[config.mk]
export PLATFORM = sky130hd
export DESIGN_NAME = txfifo_dma_seq
export DESIGN_NICKNAME = d
export VERILOG_FILES = /design/src/rtl/txseq_pkg.sv /design/src/rtl/txseq_ctrl.sv /design/src/rtl/txseq_dpath.sv /design/src/rtl/txfifo_dma_seq.sv
export SDC_FILE = /design/constraint.sdc
export NUM_CORES = 1
export LEC_CHECK = 0
export CORE_ASPECT_RATIO = 1.5
export CORE_MARGIN = 2
export CORE_UTILIZATION = 46
export CTS_BUF_LIST = sky130_fd_sc_hd__clkbuf_16
export DETAILED_ROUTE_END_ITERATION = 6
export GPL_TIMING_DRIVEN = 1
export PLACE_DENSITY = 0.76
export SLEW_MARGIN = 20
export SYNTH_ARGS = -nofsm -noshare
export SYNTH_HDL_FRONTEND = slang
export SYNTH_SLANG_ARGS = --single-unit
[constraint.sdc]
create_clock -name clk -period 2.9 [get_ports clk]
set_input_delay 0.435 -clock clk [delete_from_list [all_inputs] [get_ports clk]]
set_output_delay 0.435 -clock clk [all_outputs]
set_load 0.005 [all_outputs]
[src/rtl/txseq_pkg.sv]
package txseq_pkg;

  // strobes from control to datapath for one bus cycle
  typedef struct packed {
    logic fwd;       // pass this bus write to the FIFO
    logic halfWord;  // only the low byte of this word is valid
  } seqStrobe_t;

endpackage

[src/rtl/txseq_ctrl.sv]
module txseq_ctrl
  import txseq_pkg::*;
#(
  parameter int FIFO_BYTES = 32,
  parameter int CNT_W      = 12,
  parameter int FREE_W     = 6
) (
  input  logic              clk,
  input  logic              rstN,
  input  logic              dmaMode,
  input  logic              wordMode,
  input  logic              xmitCmd,
  input  logic              wrHit,
  input  logic [CNT_W-1:0]  frameCount,
  input  logic [FREE_W-1:0] fifoFree,
  output seqStrobe_t        strobe,
  output logic              dmaReq,
  output logic              readyIrq,
  output logic              done
);

  localparam logic [FREE_W-1:0] FULL_BLK = FREE_W'(FIFO_BYTES);
  localparam logic [FREE_W-1:0] WORD_BLK = FREE_W'(FIFO_BYTES / 2);

  logic              active, inBlock, prevEmpty;
  logic [CNT_W-1:0]  remaining, stepBytes;
  logic [FREE_W-1:0] blkLeft, allow, blockBytes, blockWrites;
  logic              startBlk, dmaWr, irqWr, lastOdd, isEmpty, irqNow;

  always_comb begin
    blockBytes  = (remaining >= CNT_W'(FIFO_BYTES)) ? FULL_BLK : remaining[FREE_W-1:0];
    blockWrites = wordMode ? ((blockBytes + FREE_W'(1)) >> 1) : blockBytes;
    startBlk    = dmaMode && active && !inBlock && (fifoFree >= blockBytes);
    dmaWr       = dmaMode && inBlock && wrHit;
    irqWr       = !dmaMode && wrHit && (allow != '0);
    lastOdd     = wordMode && (remaining == CNT_W'(1));
    stepBytes   = (wordMode && !lastOdd) ? CNT_W'(2) : CNT_W'(1);
    isEmpty     = (fifoFree == FULL_BLK);
    irqNow      = !dmaMode && isEmpty && !prevEmpty;
    strobe.fwd      = dmaWr || irqWr;
    strobe.halfWord = dmaWr && lastOdd;
  end

  // DMA frame and block sequencing
  always_ff @(posedge clk) begin
    if (!rstN) begin
      active    <= 1'b0;
      inBlock   <= 1'b0;
      dmaReq    <= 1'b0;
      done      <= 1'b0;
      remaining <= '0;
      blkLeft   <= '0;
    end else if (xmitCmd && dmaMode) begin
      remaining <= frameCount;
      active    <= (frameCount != '0);
      done      <= (frameCount == '0);
      inBlock   <= 1'b0;
      dmaReq    <= 1'b0;
    end else begin
      if (startBlk) begin
        inBlock <= 1'b1;
        dmaReq  <= 1'b1;
        blkLeft <= blockWrites;
      end
      if (dmaWr) begin
        blkLeft   <= blkLeft - FREE_W'(1);
        remaining <= remaining - stepBytes;
        if (blkLeft <= FREE_W'(2)) dmaReq  <= 1'b0;
        if (blkLeft == FREE_W'(1)) inBlock <= 1'b0;
        if (remaining == stepBytes) begin
          active <= 1'b0;
          done   <= 1'b1;
        end
      end
    end
  end

  // interrupt-mode ready pulse and write allowance
  always_ff @(posedge clk) begin
    if (!rstN) begin
      prevEmpty <= 1'b0;
      readyIrq  <= 1'b0;
      allow     <= '0;
    end else begin
      prevEmpty <= isEmpty;
      readyIrq  <= irqNow;
      if (irqNow)     allow <= wordMode ? WORD_BLK : FULL_BLK;
      else if (irqWr) allow <= allow - FREE_W'(1);
    end
  end

endmodule

[src/rtl/txseq_dpath.sv]
module txseq_dpath
  import txseq_pkg::*;
#(
  parameter int FIFO_BYTES = 32,
  parameter int CNT_W      = 12,
  parameter int ADDR_W     = 8
) (
  input  logic              clk,
  input  logic              rstN,
  input  logic              wordMode,
  input  logic              busWr,
  input  logic [ADDR_W-1:0] busAddr,
  input  logic [15:0]       busData,
  input  seqStrobe_t        strobe,
  output logic              wrHit,
  output logic [CNT_W-1:0]  frameCount,
  output logic              fifoWe,
  output logic [15:0]       fifoData,
  output logic [1:0]        fifoByteEn
);

  localparam int HI_W = CNT_W - 8;

  logic [7:0]      countLo;
  logic [HI_W-1:0] countHi;
  logic            loHit, hiHit;

  always_comb begin
    wrHit = busWr && (busAddr < ADDR_W'(FIFO_BYTES));
    loHit = busWr && (busAddr == ADDR_W'(FIFO_BYTES));
    hiHit = busWr && (busAddr == ADDR_W'(FIFO_BYTES + 1));
    frameCount = {countHi, countLo};
    fifoWe     = strobe.fwd;
    fifoData   = busData;
    fifoByteEn = (wordMode && !strobe.halfWord) ? 2'b11 : 2'b01;
  end

  always_ff @(posedge clk) begin
    if (!rstN) begin
      countLo <= '0;
      countHi <= '0;
    end else begin
      if (loHit) countLo <= busData[7:0];
      if (hiHit) countHi <= busData[HI_W-1:0];
    end
  end

endmodule

[src/rtl/txfifo_dma_seq.sv]
module txfifo_dma_seq
  import txseq_pkg::*;
#(
  parameter  int FIFO_BYTES = 32,
  parameter  int CNT_W      = 12,
  parameter  int ADDR_W     = 8,
  localparam int FREE_W     = $clog2(FIFO_BYTES) + 1
) (
  input  logic              clk,
  input  logic              rstN,
  input  logic              dmaMode,
  input  logic              wordMode,
  input  logic              busWr,
  input  logic [ADDR_W-1:0] busAddr,
  input  logic [15:0]       busData,
  input  logic              xmitCmd,
  input  logic [FREE_W-1:0] fifoFree,
  output logic              dmaReq,
  output logic              readyIrq,
  output logic              done,
  output logic              fifoWe,
  output logic [15:0]       fifoData,
  output logic [1:0]        fifoByteEn
);

  seqStrobe_t       strobe;
  logic             wrHit;
  logic [CNT_W-1:0] frameCount;

  txseq_ctrl #(.FIFO_BYTES(FIFO_BYTES), .CNT_W(CNT_W), .FREE_W(FREE_W)) ctrl_i (
    .clk(clk), .rstN(rstN), .dmaMode(dmaMode), .wordMode(wordMode),
    .xmitCmd(xmitCmd), .wrHit(wrHit), .frameCount(frameCount),
    .fifoFree(fifoFree), .strobe(strobe), .dmaReq(dmaReq),
    .readyIrq(readyIrq), .done(done)
  );

  txseq_dpath #(.FIFO_BYTES(FIFO_BYTES), .CNT_W(CNT_W), .ADDR_W(ADDR_W)) dpath_i (
    .clk(clk), .rstN(rstN), .wordMode(wordMode), .busWr(busWr),
    .busAddr(busAddr), .busData(busData), .strobe(strobe), .wrHit(wrHit),
    .frameCount(frameCount), .fifoWe(fifoWe), .fifoData(fifoData),
    .fifoByteEn(fifoByteEn)
  );

endmodule

==> results.sh <==
export IMPL_status="complete, but fails checks"
export IMPL_violations="setup timing"
export IMPL_synth_avg_cell_area_um2=7.96
export IMPL_multi_input_area_um2=1630
export IMPL_p_int_w=0.000993
export IMPL_final_common_cell="dfxtp_1"
export IMPL_routabilityCongestion=0.891
export IMPL_stdcell_count=440
export IMPL_critical_path_required_ns=3.07
export IMPL_cp_end_kind="register"
export IMPL_yosys_area_share_simple=0.241
export IMPL_synth_edf_count=0
export IMPL_synth_seq_cells=42
export IMPL_finalPower_w=0.00130
export IMPL_core_area_um2=5450
export IMPL_detailed_place_hpwl_um=4840
export IMPL_hp_class="register to register"
export IMPL_synth_async_reset_ratio=0
export IMPL_insertion_delay_ns=0.29
export IMPL_gr_total_overflow=0
export IMPL_drc=0
export IMPL_switching_share=0.237
export IMPL_rows=33
export IMPL_fin_nets=420
export IMPL_chipWidth_um=65.4
export IMPL_ys_warnings_count=0
export IMPL_grtUsageTotal=0.219
export IMPL_cts_tree="built"
export IMPL_slew_viol_final=0
export IMPL_io_buffers=40
export IMPL_final_cell_mix="dfxtp_1, clkdlybuf4s50_1, nor2_1, nand2_1, buf_4"
export IMPL_clkSinkCount=42
export IMPL_rsz0062_at_grt="true"
export IMPL_vias=2496
export IMPL_finalWirelength_um=6590
export IMPL_cts_buffers=5
export IMPL_max_freq_ghz=0.340
export IMPL_ff_latch_area_um2=845
export IMPL_post_drt_wl_per_cell_um=15.0
export IMPL_crit_chain="or4_4, nor4_4, or4b_4, nand2_4, ha_4, inv_2, fa_2, o31ai_2, o21ai_1, a32oi_1, a21oi_1"
export IMPL_synth_xor_area_frac=0.0370
export IMPL_first_iter_violations=125
export IMPL_final_setup_skew_ns=0.00359
export IMPL_yosysSeqAreaShare=0.323
export IMPL_synth_compound_area_frac=0.175
export IMPL_arrival_ns=3.11
export IMPL_final_setup_worst_slack_ns=-0.0417
export IMPL_vias_per_cell=5.67
export IMPL_synth_area_mux_share=0.0500
export IMPL_max_vdd_ir_drop_mv=0.433
export IMPL_p_seq_frac=0.446
export IMPL_synth_nets=378
export IMPL_synth_cell_types=50
export IMPL_p_switching_w=0.000309
export IMPL_grt_first_pass_wirelength_um=10500
export IMPL_grt_pass1_vias=2380
export IMPL_fin_hold_ws_ns=0.478
export IMPL_cellPowerDensity_nw_per_um2=385
export IMPL_finalSetupViolCount=3
export IMPL_dpl_cell_area_um2=3090
export IMPL_drt_first_pass_iters=4
export IMPL_drv_cap=0
export IMPL_grt_max_degree=21
export IMPL_antenna_found_initial=0
export IMPL_synthAdderAreaFrac=0.0750
export IMPL_p_leak_nw=1.37
export IMPL_crit_family="simple AND/OR/NAND/NOR gates"
export IMPL_synth_cells=327
export IMPL_combPwrFrac=0.140
export IMPL_cts_hold_buf=0
export IMPL_period_needed_ns=2.94
export IMPL_synth_top_family_by_area="simple AND/OR/NAND/NOR gates"
export IMPL_cts_buffer_depth=2
export IMPL_slowest_delay_ns=0.55
export IMPL_critPathMaxFanout=7
export IMPL_netlist_area_um2=2600
export IMPL_h_tree_depth=2
export IMPL_clk_pin_slew_worst_paths_ns=0.06
export IMPL_initial_core_util=0.478
export IMPL_ys_dominant_reg_cell="dfxtp_1"
export IMPL_antenna_cells=0
export IMPL_path_buf_inv=1
export IMPL_die_area_um2=6290
export IMPL_critical_path_slowest_cell="or4_4"
export IMPL_worstSetupStartpointType="register"
export IMPL_die_h_um=96.1
export IMPL_pin_count=58
export IMPL_drive_gt1_frac=0.170
export IMPL_placed_cells=424
export IMPL_synthToLayoutAreaGrowth_pct=30.0
export IMPL_final_hold_viol_count=0
export IMPL_cts_root_buffer="clkbuf_16"
export IMPL_dp_slack_ns=-0.0349
export IMPL_fillers=489
export IMPL_clock_power_share=0.414
export IMPL_fin_area_um2=3390
export IMPL_period_share=1.01
export IMPL_final_antenna_net_count=0
export IMPL_path_class="register to register"
-- worst register-to-register path: stages (launching register included) --
cell and delay [ns]:
dfxtp_4 0.34, or4_4 0.55, nor4_4 0.16, or4b_4 0.51, nand2_4 0.10, ha_4 0.13, inv_2 0.04, fa_2 0.41
o31ai_2 0.21, o21ai_1 0.11, a32oi_1 0.19, a21oi_1 0.09
-- power groups by stage --
stage                     Combinational (W)  Sequential [W]  Clock [W]
after global placement             0.000153        0.000594          0
after global routing               0.000196        0.000582   0.000574
after CTS                          0.000158        0.000581   0.000546
final                              0.000182        0.000581   0.000539
after floorplan                   0.0000879        0.000594          0
after detailed placement           0.000155        0.000594          0
-- path summary, 6_finish.rpt --
kind | from | to | slack [ns] | depth (start not counted)
max | ctrl_i.remaining[5]$_SDFFE_PN0P_ | ctrl_i.remaining[4]$_SDFFE_PN0P_ | -0.04 | 11
min | ctrl_i.done$_SDFFE_PN0P_ | ctrl_i.done$_SDFFE_PN0P_ | 0.48 | 2
max reg2reg | ctrl_i.remaining[5]$_SDFFE_PN0P_ | ctrl_i.remaining[4]$_SDFFE_PN0P_ | -0.04 | 11
min reg2reg | ctrl_i.done$_SDFFE_PN0P_ | ctrl_i.done$_SDFFE_PN0P_ | 0.48 | 2
-- sequential cells by signal, indices dropped and copies added, names as in the netlist --
signal,count
ctrl_i.remaining,12
dpath_i.countHi,4
ctrl_i.dmaReq,1
ctrl_i.prevEmpty,1
ctrl_i.inBlock,1
ctrl_i.readyIrq,1
ctrl_i.blkLeft,6
ctrl_i.done,1
dpath_i.countLo,8
ctrl_i.allow,6
ctrl_i.active,1
-- final cells by class --
type                    count  area share
clock buffers               5      0.0370
clock inverters             3     0.00443
inverters                  15      0.0166
multi-input cells         236       0.480
flip-flops and latches     42       0.249
well taps                  70      0.0259
repair buffers             69       0.187
-- metal layers --
layer	track usage	vias to the layer above	routed length, µm
met3	0.0409	31	336
li1	-	1230	-
met4	0.134	0	356
met1	0.229	1156	2540
met2	0.400	79	3360
met5	0	-	0
-- cells in the mapped netlist, drive strengths merged, types with 3 or more instances --
cell type / count / area, µm²
a21o: 3 / 22.5
a21oi: 25 / 125
a22oi: 3 / 22.5
a31oi: 7 / 43.8
buf: 20 / 145
clkbuf: 14 / 52.6
dfxtp: 42 / 841
ha: 14 / 175
inv: 15 / 56.3
mux2i: 13 / 130
nand2: 30 / 113
nand3: 9 / 45.0
nand3b: 3 / 22.5
nor2: 42 / 165
nor2b: 4 / 25.0
nor3: 9 / 50.1
nor4: 10 / 77.6
o21ai: 16 / 80.1
o31ai: 3 / 22.5
or3: 4 / 30.0
xnor2: 6 / 52.6
xor2: 5 / 43.8
-- cell families (layout without fill, tap and decap cells) --
| group | count (synthesis) | in the layout |
|---|---|---|
| adders and majority gates | 15 | 15 |
| buffers and inverters | 49 | 92 |
| AOI/OAI and AO/OA | 73 | 73 |
| xor gates and xnor gates | 11 | 11 |
| muxes | 13 | 13 |
| and+or+nand+nor | 123 | 123 |
| other | 1 | 1 |
| DFF | 42 | 42 |
-- metrics by stage --
stage	setup TNS [ns]	utilization
finish	-0.0860	0.621
global route	-1.03	0.621
CTS	-0.0805	0.596
detailed placement	-0.0712	0.568
global placement	0	0.568
floorplan	-0.0693	-
-- what timing repair did --
item | 4_1_cts | 5_1_grt
pin swaps | 4 | 6
cloned | 0 | 1
setup buffers | 0 | 7
endpoints found under the setup margin | 4 | 11
gates resized for setup | 2 | 16
Power figures use the tool's default switching activity.
